### src/rtl/bitrep_pkg.sv
package bitrep_pkg;

    // Width of the period field: must hold 0..w
    function automatic int unsigned len_bits(input int unsigned w);
        return $clog2(w + 1);
    endfunction

    // Number of doubling stages so that 1 * 2^steps >= w
    function automatic int unsigned doubling_steps(input int unsigned w);
        return (w < 2) ? 1 : $clog2(w);
    endfunction

    // How the period relates to the word
    typedef enum logic [1:0] {
        SPAN_NONE  = 2'd0,
        SPAN_PART  = 2'd1,
        SPAN_WHOLE = 2'd2
    } span_e;

    // Control that travels with the data word
    typedef struct packed {
        logic valid;
        logic err;
    } rep_flags_t;

endpackage

### src/rtl/bitrep_decode.sv
module bitrep_decode
    import bitrep_pkg::*;
#(
    parameter int unsigned WIDTH = 32,
    parameter int unsigned LEN_W = len_bits(WIDTH)
) (
    input  logic [WIDTH-1:0] operand,
    input  logic [LEN_W-1:0] period,
    output span_e            span,
    output logic [WIDTH-1:0] seed
);

    logic [WIDTH-1:0] keep;

    // Bit i belongs to the pattern when i < period; a period >= WIDTH keeps all
    for (genvar i = 0; i < WIDTH; i++) begin : g_keep
        assign keep[i] = (LEN_W'(i) < period);
    end

    always_comb begin
        if (period == '0)
            span = SPAN_NONE;
        else if (period >= LEN_W'(WIDTH))
            span = SPAN_WHOLE;
        else
            span = SPAN_PART;
    end

    assign seed = operand & keep;

endmodule

### src/rtl/bitrep_stage.sv
module bitrep_stage #(
    parameter int unsigned WIDTH = 32,
    parameter int unsigned LEN_W = 6,
    parameter int unsigned STEP  = 0,
    parameter int unsigned SH_W  = LEN_W + STEP + 1
) (
    input  logic [WIDTH-1:0] pat_in,
    input  logic [LEN_W-1:0] period,
    output logic [WIDTH-1:0] pat_out
);

    // After STEP stages the filled run is period * 2^STEP bits long
    logic [SH_W-1:0] run_len;

    assign run_len = SH_W'(period) << STEP;
    assign pat_out = pat_in | (pat_in << run_len);

endmodule

### src/rtl/bitrep_outreg.sv
module bitrep_outreg
    import bitrep_pkg::*;
#(
    parameter int unsigned WIDTH   = 32,
    parameter bit          REG_OUT = 1'b1
) (
    input  logic             clk,
    input  logic             rst,
    input  rep_flags_t       flags_in,
    input  logic [WIDTH-1:0] data_in,
    output rep_flags_t       flags_out,
    output logic [WIDTH-1:0] data_out
);

    if (REG_OUT) begin : g_reg
        rep_flags_t       flags_q;
        logic [WIDTH-1:0] data_q;

        always_ff @(posedge clk) begin
            if (rst) begin
                flags_q <= '0;
                data_q  <= '0;
            end else begin
                flags_q.valid <= flags_in.valid;
                if (flags_in.valid) begin
                    flags_q.err <= flags_in.err;
                    data_q      <= data_in;
                end
            end
        end

        assign flags_out = flags_q;
        assign data_out  = data_q;
    end else begin : g_comb
        assign flags_out = flags_in;
        assign data_out  = data_in;
    end

endmodule

### src/rtl/bit_repeat_gen.sv
module bit_repeat_gen
    import bitrep_pkg::*;
#(
    parameter int unsigned WIDTH   = 32,
    parameter bit          REG_OUT = 1'b1,
    parameter int unsigned LEN_W   = len_bits(WIDTH)
) (
    input  logic             clk,
    input  logic             rst,
    input  logic             in_valid,
    input  logic [WIDTH-1:0] operand,
    input  logic [LEN_W-1:0] period,
    output logic             out_valid,
    output logic [WIDTH-1:0] result,
    output logic             len_err
);

    localparam int unsigned STEPS = doubling_steps(WIDTH);

    span_e            span;
    logic [WIDTH-1:0] chain [0:STEPS];
    rep_flags_t       flags_c;
    rep_flags_t       flags_o;

    bitrep_decode #(.WIDTH(WIDTH), .LEN_W(LEN_W)) u_decode (
        .operand (operand),
        .period  (period),
        .span    (span),
        .seed    (chain[0])
    );

    for (genvar k = 0; k < STEPS; k++) begin : g_dbl
        bitrep_stage #(.WIDTH(WIDTH), .LEN_W(LEN_W), .STEP(k)) u_stage (
            .pat_in  (chain[k]),
            .period  (period),
            .pat_out (chain[k+1])
        );
    end

    assign flags_c.valid = in_valid;
    assign flags_c.err   = (span == SPAN_NONE);

    bitrep_outreg #(.WIDTH(WIDTH), .REG_OUT(REG_OUT)) u_out (
        .clk       (clk),
        .rst       (rst),
        .flags_in  (flags_c),
        .data_in   (chain[STEPS]),
        .flags_out (flags_o),
        .data_out  (result)
    );

    assign out_valid = flags_o.valid;
    assign len_err   = flags_o.err;

endmodule

### config.mk
export PLATFORM = sky130hd
export DESIGN_NAME = bit_repeat_gen
export DESIGN_NICKNAME = d
export VERILOG_FILES = /design/src/rtl/bitrep_pkg.sv /design/src/rtl/bitrep_decode.sv /design/src/rtl/bitrep_stage.sv /design/src/rtl/bitrep_outreg.sv /design/src/rtl/bit_repeat_gen.sv
export SDC_FILE = /design/constraint.sdc
export NUM_CORES = 1
export LEC_CHECK = 0
export ABC_AREA = 1
export BUFFER_PORTS_ARGS = -buffer_cell sky130_fd_sc_hd__buf_2
export CAP_MARGIN = 40
export CORE_MARGIN = 4
export CORE_UTILIZATION = 26
export DETAILED_ROUTE_END_ITERATION = 10
export PLACE_DENSITY_LB_ADDON = 0.08
export SLEW_MARGIN = 40
export SYNTH_ARGS = -nofsm -noshare
export SYNTH_HDL_FRONTEND = slang
export SYNTH_SLANG_ARGS = --single-unit
### constraint.sdc
create_clock -name clk -period 2.84 [get_ports clk]
set_input_delay 0.71 -clock clk [delete_from_list [all_inputs] [get_ports clk]]
set_output_delay 0.71 -clock clk [all_outputs]
set_load 0.005 [all_outputs]
; ---- Word-level counts from Yosys, hierarchy flattened
; Cells that the tools add are included.
[totals]
reg_bits = 34
in_bits = 41
out_inout_bits = 34
elab_cells = 51
[op_classes]
order_cmp = 33
n_shift = 5
muxes = 2
bitwise = 6
reduce_logical = 2
[op_table]
columns = operator, n
row1 = bitwise OR 32 bit, 5
row2 = "< comparator 5 x 6 -> 1 bit, first input constant", 16
row3 = "< comparator 4 x 6 -> 1 bit, first input constant", 8
row4 = AND 32 bit, 1
row5 = << shifter 32 x 10 -> 32 bit, 1
row6 = << shifter 32 x 6 -> 32 bit, 1
row7 = << shifter 32 x 7 -> 32 bit, 1
row8 = << shifter 32 x 8 -> 32 bit, 1
row9 = << shifter 32 x 9 -> 32 bit, 1
row10 = "< comparator 3 x 6 -> 1 bit, first input constant", 4
row11 = "< comparator 1 x 6 -> 1 bit, first input constant", 2
row12 = "< comparator 2 x 6 -> 1 bit, first input constant", 2
row13 = "greater-or-equal comparator 6 bit, second input constant", 1
row14 = logical NOT 6 bit, 1
row15 = two-way mux 2 bit, 2
row16 = logical NOT 2 bit, 1

; ---- Longest topological paths before layout
[logic_depth]
word_depth = 12
mapped_depth = 29
depth_no_buf = 28

; ---- Hierarchy
; From an unflattened synthesis, not the netlist that was laid out.
[unflattened]
cells_unflattened = 1580
area_unflattened_um2 = 7786.2
[by_module_without_submodules]
columns = module, n_inst, cells_each, area_each_um2, seq_area_each_um2
row1 = bitrep_stage (g_dbl[0].u_stage), 1, 370, 1740.4, 0.0
row2 = bitrep_stage (g_dbl[1].u_stage), 1, 314, 1462.7, 0.0
row3 = bitrep_outreg, 1, 212, 1371.3, 680.7
row4 = bitrep_stage (g_dbl[2].u_stage), 1, 253, 1207.4, 0.0
row5 = bitrep_stage (g_dbl[3].u_stage), 1, 193, 945.9, 0.0
row6 = bitrep_decode, 1, 133, 579.3, 0.0
row7 = bitrep_stage (g_dbl[4].u_stage), 1, 104, 475.5, 0.0
row8 = bit_repeat_gen, 1, 1, 3.8, 0.0

; ---- Least setup slack after synthesis
; No wires, ideal clock.
[synth_path]
kind = input -> register
from = input period[3]
to = register u_out.g_reg.data_q[29] (netlist: u_out.data_out[29])
setup_ps = 109
arrival_time_ps = 2757
t_required_ps = 2731
path_slack_ps = -26
path_stages = 29
path_buffers = 1
path_cell_list = buf_6 > nor2_4 > nand2_4 > inv_4 > nand2_4 > nand2_4 > inv_4 > nand2_8 > nand3_2 > nand2_1 > inv_2 > nand2_1 > nand2_1 > inv_2 > nor2_2 > nand2_1 > nand3_1 > nand2_1 > nand2_1 > nand3_2 > nand3_1 > nand2_1 > nand2_1 > nand3_2 > nand3_1 > nand2_1 > nand3_1 > nand2_1 > inv_1
[synth_between]
elab_chain_cells = 12
word_cells_on_any_way = 43
classes_between = order compare: 32 / shift: 5 / bitwise: 6
[synth_lines]
columns = element, line_no
row1 = "start, declared", bit_repeat_gen.sv:12  ; input logic [LEN_W-1:0] period,
row2 = "< comparator 1 x 6 -> 1 bit, or another cell as far along", bitrep_decode.sv:17  ; assign keep[i] = (LEN_W'(i) < period);
row3 = AND 32 bit, bitrep_decode.sv:29  ; assign seed = operand & keep;
row4 = << shifter 32 x 6 -> 32 bit, bitrep_stage.sv:16  ; assign pat_out = pat_in | (pat_in << run_len);
row5 = bitwise OR 32 bit, bitrep_stage.sv:16
row6 = << shifter 32 x 7 -> 32 bit, bitrep_stage.sv:16
row7 = bitwise OR 32 bit, bitrep_stage.sv:16
row8 = << shifter 32 x 8 -> 32 bit, bitrep_stage.sv:16
row9 = bitwise OR 32 bit, bitrep_stage.sv:16
row10 = << shifter 32 x 9 -> 32 bit, bitrep_stage.sv:16
row11 = bitwise OR 32 bit, bitrep_stage.sv:16
row12 = << shifter 32 x 10 -> 32 bit, bitrep_stage.sv:16
row13 = bitwise OR 32 bit (*), bitrep_stage.sv:16
row14 = "end signal, assigned", bitrep_outreg.sv:27  ; data_q <= data_in;
row15 = "end, declared", bitrep_outreg.sv:17  ; logic [WIDTH-1:0] data_q;
; Mark *: on every way between the ends. The rest lies on a longest branch, timed or not.
; A chain may end at the register's enable or synchronous reset.

; ---- Worst setup path in the final report
[layout_path]
from = input period[2]
to = register u_out.g_reg.data_q[30] (netlist: u_out.data_out[30])
; The elaborated chain is that of the path after synthesis.

==> out/results.ini <==
[clock_tree]
cts_htree_levels = 2
cts_sinks = 34
root_buffer = clkbuf_16
clkLatencyLatePin_ns = 0.28
cts_buffers = 5
cts_tree = built
path_clk_slew_ns = 0.06
cts_buffer_depth = 2

[power]
power_mw = 2.57
ir_worst_vdd_mv = 0.192
power_density_nw_per_um2 = 290
p_leak_nw = 4.42

[yosys]
synth_area_um2 = 5060
yosys.area_share.simple_pct = 57.6
synth-seq-cells = 34
synthArstFlopShare_pct = 0
seq_area_frac_synth_pct = 13.5
ys_warn_count = 0
synthAdderAreaFrac_pct = 0
ys.flop_type = dfxtp_1
synth_compound_area_share_pct = 15.7
synth_cells = 931
synthXorXnorAreaFrac_pct = 0
synthMuxAreaShare_pct = 0.198
syn-num-nets = 972
ys_types = 48
synth_edf_count = 0
synth_top_family_by_area = simple AND/OR/NAND/NOR gates
synth_area_per_cell_um2 = 5.43

[timing]
fin_crit_sh_pct = 105
skew_ns = 0
setup_viol = 17
min_period_ns = 2.97
report.final.slew_viol_count = 0
worst_slew_pin_slew_ns = 0.546
rsz0062_at_grt = yes
timing.fmax_mhz = 336
holdWs_ns = 0.483
hold_viol = 0
relSlewSlack_pct = 63.5
worst_slack_ns = -0.132

[run_status]
outcome = complete, but fails checks
violations = negative setup slack

[cells_and_area]
multi_input_area_um2 = 4880
fill_cells = 2071
syn_to_final_growth_pct = 75.2
drive_gt1_share_pct = 50.5
register_area_um2 = 681
num_antenna_cells = 0
design_area_um2 = 8860
fin_nets = 1252
finalNonFillerCells = 1472

[drt]
avgViaCountPerCell = 5.13
wire_per_inst_um = 18.3
drt_iter0_drc = 488
vias = 7549
ant_nets = 0
post-route-drc-count = 0
drt-total-wl_um = 27000
firstDrtPassIters = 5

[die]
io-pin-count = 75
core_um2 = 18900
die-height_um = 147
dieArea_um2 = 21800
std_cell_rows = 50
die_x_um = 147
start_util_pct = 26.8

[placed_design]
place_area_um2 = 7070
placement.setup.worst_slack_ns = -0.821
place_congestion = 0.936
io_buffer_count = 74
place_hpwl_um = 20600
dp_cells = 1419

[setup_path]
cp_top_family = simple AND/OR/NAND/NOR gates
critical_path_class = in2reg
worst_ep_required_time_ns = 3.07
arrival_ns = 3.21
cpMostUsedCell = nand2_1
start_kind = input port
cp_max_fo = 6
cp-end-kind = flip-flop
max_stage_delay_ns = 0.22
path_buf_inv = 5
crit_slowest_cell = a21boi_4

[grt]
grt_pass1_wl_um = 41200
grt_max_degree = 40
grt_overflow = 0
track_usage_pct = 23.8
antenna_found_initial = 0
grt_pass1_vias = 7237

[min_path]
hold_path_class = reg2reg

[flow_run]
maxCapViolCount = 0

-- metal layers --
layer	vias to the layer above	part of all wire, %	global-route usage [%]
met5	-	0	0
met4	0	2.8	6.52
met3	52	5.5	3.16
met2	249	47	38.6
met1	3533	45	33.1
li1	3715	-	-
-- logic make-up (layout without fill, tap and decap cells) --
family,Yosys count,after routing
buffers and inverters,151,431
and+or+nand+nor,614,615
AOI/OAI and AO/OA,131,131
muxes,1,1
DFF,34,34
-- state kept, by name, indices dropped and copies added (netlist names) --
name and flops:
u_out.flags_out 2, u_out.data_out 32
-- power by group --
group / internal, mW / switching (mW) / leakage (nW)
sequential: 0.518 / 0.0198 / 0.283
combinational: 0.638 / 0.847 / 4.06
clock: 0.348 / 0.205 / 0.0739
total: 1.50 / 1.07 / 4.42
-- metrics by stage --
stage | TNS, ns | util [%]
floorplan | -0.0229 | -
global placement | -14.07 | 37.4
detailed placement | -13.83 | 37.4
CTS | -0.460 | 43.9
global route | -4.60 | 46.9
finish | -1.30 | 46.9
-- what timing repair did --
item | 4_1_cts | 5_1_grt
pin swaps | 74 | 67
cloned | 1 | 0
setup buffers | 36 | 8
gates resized for setup | 197 | 104
endpoints found under the setup margin | 24 | 24
hold buffers | 0 | 0
-- Yosys cell counts, types with 5 or more instances --
cell type    n  area share [%]
a21oi_1     41             4.1
a31oi_1      6            0.74
buf_1        8            0.59
buf_2       33             3.3
buf_6        5             1.1
clkbuf_1    14             1.0
dfxtp_1     34              13
inv_1       73             5.4
inv_2       12            0.89
nand2_1    251              19
nand2_2      9             1.1
nand2_4      5             1.1
nand3_1    234              23
nand3_2      8             1.6
nand4_1     20             2.5
nor2_1      58             4.3
nor2_2       5            0.62
nor3_1       6            0.59
o211ai_1    18             2.7
o21ai_0     29             2.9
o21ai_1     12             1.2
-- final timing paths --
kind	start	to	slack, ns	depth (start not counted)
setup / recovery	period[2]	u_out.data_out[30]$_SDFFE_PP0P_	-0.13	25
hold / removal	u_out.data_out[20]$_SDFFE_PP0P_	u_out.data_out[20]$_SDFFE_PP0P_	0.48	2
setup reg to reg	u_out.data_out[31]$_SDFFE_PP0P_	u_out.data_out[31]$_SDFFE_PP0P_	2.15	4
hold reg to reg	u_out.data_out[20]$_SDFFE_PP0P_	u_out.data_out[20]$_SDFFE_PP0P_	0.48	2
-- worst min-delay path, delay by kind of cell, from the launching register on --
kind | cells | cell delay [ns]
compound gates | 1 | 0.08
buf+inv | 1 | 0.05
flops | 1 | 0.32
-- final cells by class --
cell class,count,area share [%]
multi-input cells,747,55.1
clock inverters,1,0.0565
clock buffers,7,1.61
inverters,89,4.02
well taps,260,3.67
flip-flops and latches,34,7.68
repair buffers,334,27.9
-- placed cells by master, fill, tap and decap left out, types with 18 or more instances in the layout --
cell,synthesis,routed
o211ai_1,18,18
nand4_1,20,20
dfxtp_1,34,34
nand2_1,251,200
buf_4,2,243
nand3_2,8,98
o21ai_0,29,25
nand3_1,234,126
nand3_4,0,18
nor2_1,58,50
buf_2,33,68
a21oi_1,41,25
nand2_2,9,48
inv_1,73,69
No activity file was read; power rests on OpenSTA's default activity.
